`src/rtl/vf_pkg.sv`:
```
package vf_pkg;
  typedef enum logic [1:0] {
    ST_IDLE = 2'd0,
    ST_HI   = 2'd1,
    ST_LO   = 2'd2,
    ST_WAIT = 2'd3
  } vf_state_e;
endpackage

```
`src/rtl/vf_prio.sv`:
```
// Picks the highest eligible rank; the top rank ignores its enable.
module vf_prio #(
  parameter int SRC_N  = 16,
  parameter int SLOT_W = $clog2(SRC_N)
) (
  input  logic [SRC_N-1:0]  pend_i,
  input  logic [SRC_N-1:0]  en_i,
  output logic [SLOT_W-1:0] slot_o
);
  logic [SRC_N-1:0] elig;

  for (genvar g = 0; g < SRC_N; g++) begin : g_elig
    if (g == SRC_N - 1) begin : g_trap
      assign elig[g] = pend_i[g];
    end else begin : g_mask
      assign elig[g] = pend_i[g] & en_i[g];
    end
  end

  always_comb begin
    slot_o = '0;
    for (int i = 0; i < SRC_N; i++) begin
      if (elig[i]) slot_o = SLOT_W'(i);
    end
  end
endmodule

```
`src/rtl/vf_addr_gen.sv`:
```
// Table page and slot offset -> address of the entry's high byte.
module vf_addr_gen #(
  parameter int PC_W   = 15,
  parameter int SRC_N  = 16,
  parameter int SLOT_W = $clog2(SRC_N)
) (
  input  logic [PC_W-1:0]   pc_i,
  input  logic [SLOT_W-1:0] slot_i,
  output logic [PC_W-1:0]   hi_addr_o
);
  localparam int PAGE_W   = PC_W - 8;
  localparam int TBL_BASE = 256 - 2 * SRC_N;

  logic [PAGE_W-1:0] page;
  logic [7:0]        offs;
  logic              at_end;

  always_comb begin
    at_end    = (pc_i[7:0] == 8'hFF);
    page      = pc_i[PC_W-1:8] + PAGE_W'(at_end);
    offs      = 8'(TBL_BASE) + 8'({slot_i, 1'b0});
    hi_addr_o = {page, offs};
  end
endmodule

```
`src/rtl/vf_seq.sv`:
```
// Two-byte fetch sequencer and target register.
module vf_seq
  import vf_pkg::*;
#(
  parameter int PC_W = 15,
  parameter int DW   = 8
) (
  input  logic            clk,
  input  logic            rst_n,
  input  logic            start_i,
  input  logic [PC_W-1:0] hi_addr_i,
  input  logic [DW-1:0]   rdata_i,
  output logic [PC_W-1:0] addr_o,
  output logic            rd_o,
  output logic            busy_o,
  output logic            done_o,
  output logic [PC_W-1:0] pc_o
);
  localparam int HI_KEEP = PC_W - DW;

  vf_state_e           st_q, st_d;
  logic [PC_W-1:0]     addr_q, addr_d;
  logic [HI_KEEP-1:0]  hi_q, hi_d;
  logic [PC_W-1:0]     pc_q, pc_d;
  logic                done_q, done_d;
  logic                addr_en, hi_en, pc_en;

  always_comb begin
    st_d    = st_q;
    addr_d  = addr_q;
    hi_d    = rdata_i[HI_KEEP-1:0];
    pc_d    = {hi_q, rdata_i};
    done_d  = 1'b0;
    addr_en = 1'b0;
    hi_en   = 1'b0;
    pc_en   = 1'b0;
    unique case (st_q)
      ST_IDLE: begin
        if (start_i) begin
          st_d    = ST_HI;
          addr_d  = hi_addr_i;
          addr_en = 1'b1;
        end
      end
      ST_HI: begin
        st_d    = ST_LO;
        addr_d  = {addr_q[PC_W-1:1], 1'b1};
        addr_en = 1'b1;
      end
      ST_LO: begin
        st_d  = ST_WAIT;
        hi_en = 1'b1;
      end
      ST_WAIT: begin
        st_d   = ST_IDLE;
        pc_en  = 1'b1;
        done_d = 1'b1;
      end
      default: st_d = ST_IDLE;
    endcase
  end

  always_ff @(posedge clk or negedge rst_n) begin
    if (!rst_n) begin
      st_q   <= ST_IDLE;
      addr_q <= '0;
      hi_q   <= '0;
      pc_q   <= '0;
      done_q <= 1'b0;
    end else begin
      st_q   <= st_d;
      done_q <= done_d;
      if (addr_en) addr_q <= addr_d;
      if (hi_en)   hi_q   <= hi_d;
      if (pc_en)   pc_q   <= pc_d;
    end
  end

  assign addr_o = addr_q;
  assign rd_o   = (st_q == ST_HI) || (st_q == ST_LO);
  assign busy_o = (st_q != ST_IDLE);
  assign done_o = done_q;
  assign pc_o   = pc_q;
endmodule

```
`src/rtl/vf_unit.sv`:
```
module vf_unit #(
  parameter int PC_W  = 15,
  parameter int DW    = 8,
  parameter int SRC_N = 16
) (
  input  logic              clk,
  input  logic              rst_n,
  input  logic              start,
  input  logic [PC_W-1:0]   pc_in,
  input  logic [SRC_N-1:0]  irq_pend,
  input  logic [SRC_N-1:0]  irq_en,
  output logic [PC_W-1:0]   mem_addr,
  output logic              mem_rd,
  input  logic [DW-1:0]     mem_rdata,
  output logic              busy,
  output logic              done,
  output logic [PC_W-1:0]   pc_out
);
  localparam int SLOT_W = $clog2(SRC_N);

  logic [1:0]        rst_sync;
  logic              rst_ok_n;
  logic [SLOT_W-1:0] slot;
  logic [PC_W-1:0]   hi_addr;

  always_ff @(posedge clk or negedge rst_n) begin
    if (!rst_n) rst_sync <= 2'b00;
    else        rst_sync <= {rst_sync[0], 1'b1};
  end
  assign rst_ok_n = rst_sync[1];

  vf_prio #(.SRC_N(SRC_N), .SLOT_W(SLOT_W)) u_prio (
    .pend_i (irq_pend),
    .en_i   (irq_en),
    .slot_o (slot)
  );

  vf_addr_gen #(.PC_W(PC_W), .SRC_N(SRC_N), .SLOT_W(SLOT_W)) u_agen (
    .pc_i      (pc_in),
    .slot_i    (slot),
    .hi_addr_o (hi_addr)
  );

  vf_seq #(.PC_W(PC_W), .DW(DW)) u_seq (
    .clk       (clk),
    .rst_n     (rst_ok_n),
    .start_i   (start),
    .hi_addr_i (hi_addr),
    .rdata_i   (mem_rdata),
    .addr_o    (mem_addr),
    .rd_o      (mem_rd),
    .busy_o    (busy),
    .done_o    (done),
    .pc_o      (pc_out)
  );
endmodule

```
`config.mk`:
```
export PLATFORM = sky130hd
export DESIGN_NAME = vf_unit
export DESIGN_NICKNAME = d
export VERILOG_FILES = /design/src/rtl/vf_pkg.sv /design/src/rtl/vf_prio.sv /design/src/rtl/vf_addr_gen.sv /design/src/rtl/vf_seq.sv /design/src/rtl/vf_unit.sv
export SDC_FILE = /design/constraint.sdc
export NUM_CORES = 1
export LEC_CHECK = 0
export CORE_ASPECT_RATIO = 0.6
export CORE_MARGIN = 2
export CORE_UTILIZATION = 39
export CTS_BUF_LIST = sky130_fd_sc_hd__clkbuf_4
export CTS_CLUSTER_SIZE = 28
export DETAILED_ROUTE_END_ITERATION = 10
export MAX_ROUTING_LAYER = met4
export PLACE_DENSITY = 0.74
export REMOVE_ABC_BUFFERS = 1
export SYNTH_ARGS = -nofsm -noshare
export SYNTH_HDL_FRONTEND = slang
export SYNTH_HIERARCHICAL = 1
export SYNTH_SLANG_ARGS = --single-unit
```
`constraint.sdc`:
```
create_clock -name clk -period 3 [get_ports clk]
set_clock_uncertainty 0.1 [all_clocks]
set_input_delay 0.45 -clock clk [delete_from_list [all_inputs] [get_ports clk]]
set_output_delay 0.45 -clock clk [all_outputs]
set_load 0.005 [all_outputs]
```
==> reports/qor.tcl <==
set qor(layout.cells.most_common_list) {sky130_fd_sc_hd__clkdlybuf4s50_1 (87), sky130_fd_sc_hd__dfrtp_1 (41), sky130_fd_sc_hd__mux2_2 (27)}
set qor(clock_path_buffers) 2
set qor(worstSetupEndpointType) {output port}
set qor(route.detailed.vias_per_inst) 4.69
set qor(cts.sinks) 42
set qor(worst-r2r-setup-slack_ns) 1.19
set qor(h-tree-depth) 2
set qor(regToRegStartpoint) {u_seq/st_q[1]}
set qor(rsz0062_at_grt) {no}
set qor(routed_wl_um) 4450
set qor(holdBufCountCts) 0
set qor(cp_data_required_time_ns) 2.45
set qor(synth_cells) 176
set qor(design.portCount) 91
set qor(ff2ff_path_depth) 4
set qor(stdcell_area_sq_mm) 0.00311
set qor(ys_ff_latch) 42
set qor(numCtsBuffers) 5
set qor(drc_violation_count_after_routing) 0
set qor(postCtsSetupBuffers) 0
set qor(fmax_mhz) 440
set qor(port-buffer-count) 87
set qor(grt_start_max_net_pins) 41
set qor(slew_violations) 0
set qor(drtAntennaViolNets) 0
set qor(netlist_area_before_placement_sq_mm) 0.00219
set qor(drv.max_cap_violation_count) 0
set qor(groute.usage.overall_pct) 16.0
set qor(detailroute.via_count) 1543
set qor(post_synth_main_area_contributors) {sky130_fd_sc_hd__dfrtp_1 (48%), sky130_fd_sc_hd__mux2_2 (14%), sky130_fd_sc_hd__mux2_4 (6.9%)}
set qor(avgSynthCellArea_sq_um) 12.4
set qor(core_area_sq_mm) 0.00549
set qor(final_net_count) 326
set qor(async_sr_flop_fraction_pct) 100
set qor(synth_top_area_share_pct) 48.0
set qor(grt_pass1_wl_um) 7370
set qor(synth-warning-count) 6
set qor(worst_r2r_endpoint) {u_seq/addr_o[8]}
set qor(diodes) 0
set qor(largest_driver_fanout_on_the_critical_path) 7
set qor(number_of_antenna_violations_at_the_first_check_in_global_routing) 0
set qor(num_rows) 21
set qor(worst_ep_arrival_time_ns) 1.73
set qor(setup_viol_count_final) 0
set qor(die_height_um) 62.0
set qor(outcome) {completed}
set qor(worst_slew_margin_rel_pct) 43.2
set qor(global_route.overflow_total) 0
set qor(fin_worst_hold_slack_ns) 0.154
set qor(vdd.ir_drop.worst_uv) 503
set qor(die_width_um) 101
set qor(total_of_cells_resized_after_clock_tree_synthesis) 0
set qor(layout.cells.most_common) {sky130_fd_sc_hd__clkdlybuf4s50_1}
set qor(timing.setup.critical_path_class) {flip-flop to output port}
set qor(hold_path.class) {input pin to asynchronous set/reset pin}
set qor(finalCritPeriodShare_pct) 75.8
set qor(first_global_vias) 1582
set qor(worst_pin_slew_ns) 0.852
set qor(pwr_density_cell_mw_per_mm2) 817
set qor(initialDrtViolationCount) 51
set qor(final-hold-violation-count) 0
set qor(synthToLayoutAreaGrowth_pct) 42.0
set qor(post-route-min-period_ns) 2.28
set qor(critPathLaunchType) {flip-flop}
set qor(totalPowerFinal_w) 0.00254
set qor(clk-insertion-delay-late_ns) 0.33
set qor(ys_seq_area_share_pct) 48.0
set qor(synthDominantAreaCellType) {sky130_fd_sc_hd__dfrtp_1}
set qor(clk_pin_slew_worst_paths_ns) 0.12
set qor(cell_leakage_power_nw) 1.35
set qor(yosys_most_used_dff) {sky130_fd_sc_hd__dfrtp_1}
set qor(synth-edff-count) 0
set qor(finalSetupTns_ns) 0
set qor(postPlaceCellArea_sq_mm) 0.00305
set qor(cts_root_buffer_type) {sky130_fd_sc_hd__clkbuf_4}
set qor(synth.distinct_cells) 38
set qor(initial_utilization_pct) 39.8
set qor(dr.pass1.iters) 3
set qor(wire_per_inst_um) 13.5
set qor(cts_tree) {built}
set qor(dp.final_hpwl_um) 3470
set qor(fraction_of_final_layout_cells_sized_beyond_drive_strength_1_pct) 19.2
set qor(gp_congestion) 0.732
set qor(dieArea_sq_mm) 0.00625
## critical path, stage by stage, from the launching register on
cell	delay [ns]
sky130_fd_sc_hd__dfrtp_1	0.47
sky130_fd_sc_hd__inv_1	0.11
sky130_fd_sc_hd__ha_1	0.31
sky130_fd_sc_hd__clkdlybuf4s50_1	0.50
## layer usage
layer  track usage, %  routed length [um]  vias up
li1                 -                   -      768
met1             21.9                2340      738
met2             23.4                1870       37
met3             4.59                 232        0
met4             4.11                   0        0
met5                -                   0        -
## synth_stat cells, types with 2 or more instances
master,number
sky130_fd_sc_hd__and2b_1,10
sky130_fd_sc_hd__o211ai_1,2
sky130_fd_sc_hd__mux2_2,27
sky130_fd_sc_hd__nor2b_1,3
sky130_fd_sc_hd__a21oi_1,3
sky130_fd_sc_hd__nor2_1,2
sky130_fd_sc_hd__xnor2_1,2
sky130_fd_sc_hd__nand4_1,2
sky130_fd_sc_hd__xor2_1,3
sky130_fd_sc_hd__buf_4,8
sky130_fd_sc_hd__and3_1,3
sky130_fd_sc_hd__inv_1,3
sky130_fd_sc_hd__dfrtp_1,42
sky130_fd_sc_hd__nor3_1,2
sky130_fd_sc_hd__buf_2,3
sky130_fd_sc_hd__nand3_1,3
sky130_fd_sc_hd__mux2_4,10
sky130_fd_sc_hd__nand2_1,13
sky130_fd_sc_hd__and3b_1,2
sky130_fd_sc_hd__o21ai_0,2
sky130_fd_sc_hd__conb_1,3
sky130_fd_sc_hd__ha_1,9
sky130_fd_sc_hd__a22oi_1,4
## kinds of logic (layout without fill, tap and decap cells)
logic type      after synthesis  count (layout)  synth area share [%]
other cells                   3               5                 0.515
mux                          38              38                  21.2
buf+inv                      17              99                  5.55
fa+ha+maj                     9               9                  5.15
compound gates               16              16                  5.03
xor+xnor                      5               5                  2.00
simple gates                 46              46                  12.5
flops                        42              42                  48.0
## registers in the layout, indices dropped and copies added, names as in the netlist
name and flops:
u_seq/addr_o 15, u_seq/pc_o 15, u_seq/done_o 1, u_seq/hi_q 7
rst_sync 2, u_seq/st_q 2
## where the power goes
part | total, W | leakage, nW | internal (W) | switching, W
Sequential | 0.00100 | 0.495 | 0.000840 | 0.000161
Clock | 0.000273 | 0.0354 | 0.0000986 | 0.000174
Combinational | 0.00126 | 0.818 | 0.000872 | 0.000391
Total | 0.00254 | 1.35 | 0.00181 | 0.000727
## worst max path at each step
stage / start / end / slack, ns / cells past startpoint
final: u_seq/st_q[1] / mem_rd / 0.72 / 3
after global routing: u_seq/st_q[1] / busy / 0.60 / 4
after CTS: u_seq/st_q[1] / mem_rd / 0.70 / 3
after detailed placement: pc_in[6] / u_seq/addr_o[14] / 0.45 / 10
after global placement: pc_in[6] / u_seq/addr_o[14] / 0.49 / 10
after floorplan: pc_in[6] / u_seq/addr_o[14] / 1.07 / 9
## metrics by stage
step / worst slack, ns / std cells / util, %
3_5_place_dp: 0.452 / 321 / 55.6
4_1_cts: 0.699 / 329 / 56.6
3_3_place_gp: 0.492 / 321 / 55.6
2_1_floorplan: 1.07 / 164 / -
6_report: 0.725 / 329 / 56.6
5_1_grt: 0.597 / 329 / 56.6
## area by class of cell
class                   instances  area, sq um
clock buffers                   6         45.0
clock inverters                 2         10.0
fillers                       487         2380
inverters                       3         11.3
multi-input cells             119         1020
flip-flops and latches         42         1050
well taps                      69         86.3
repair buffers                 88          878
No activity file was read; power rests on OpenSTA's default activity.
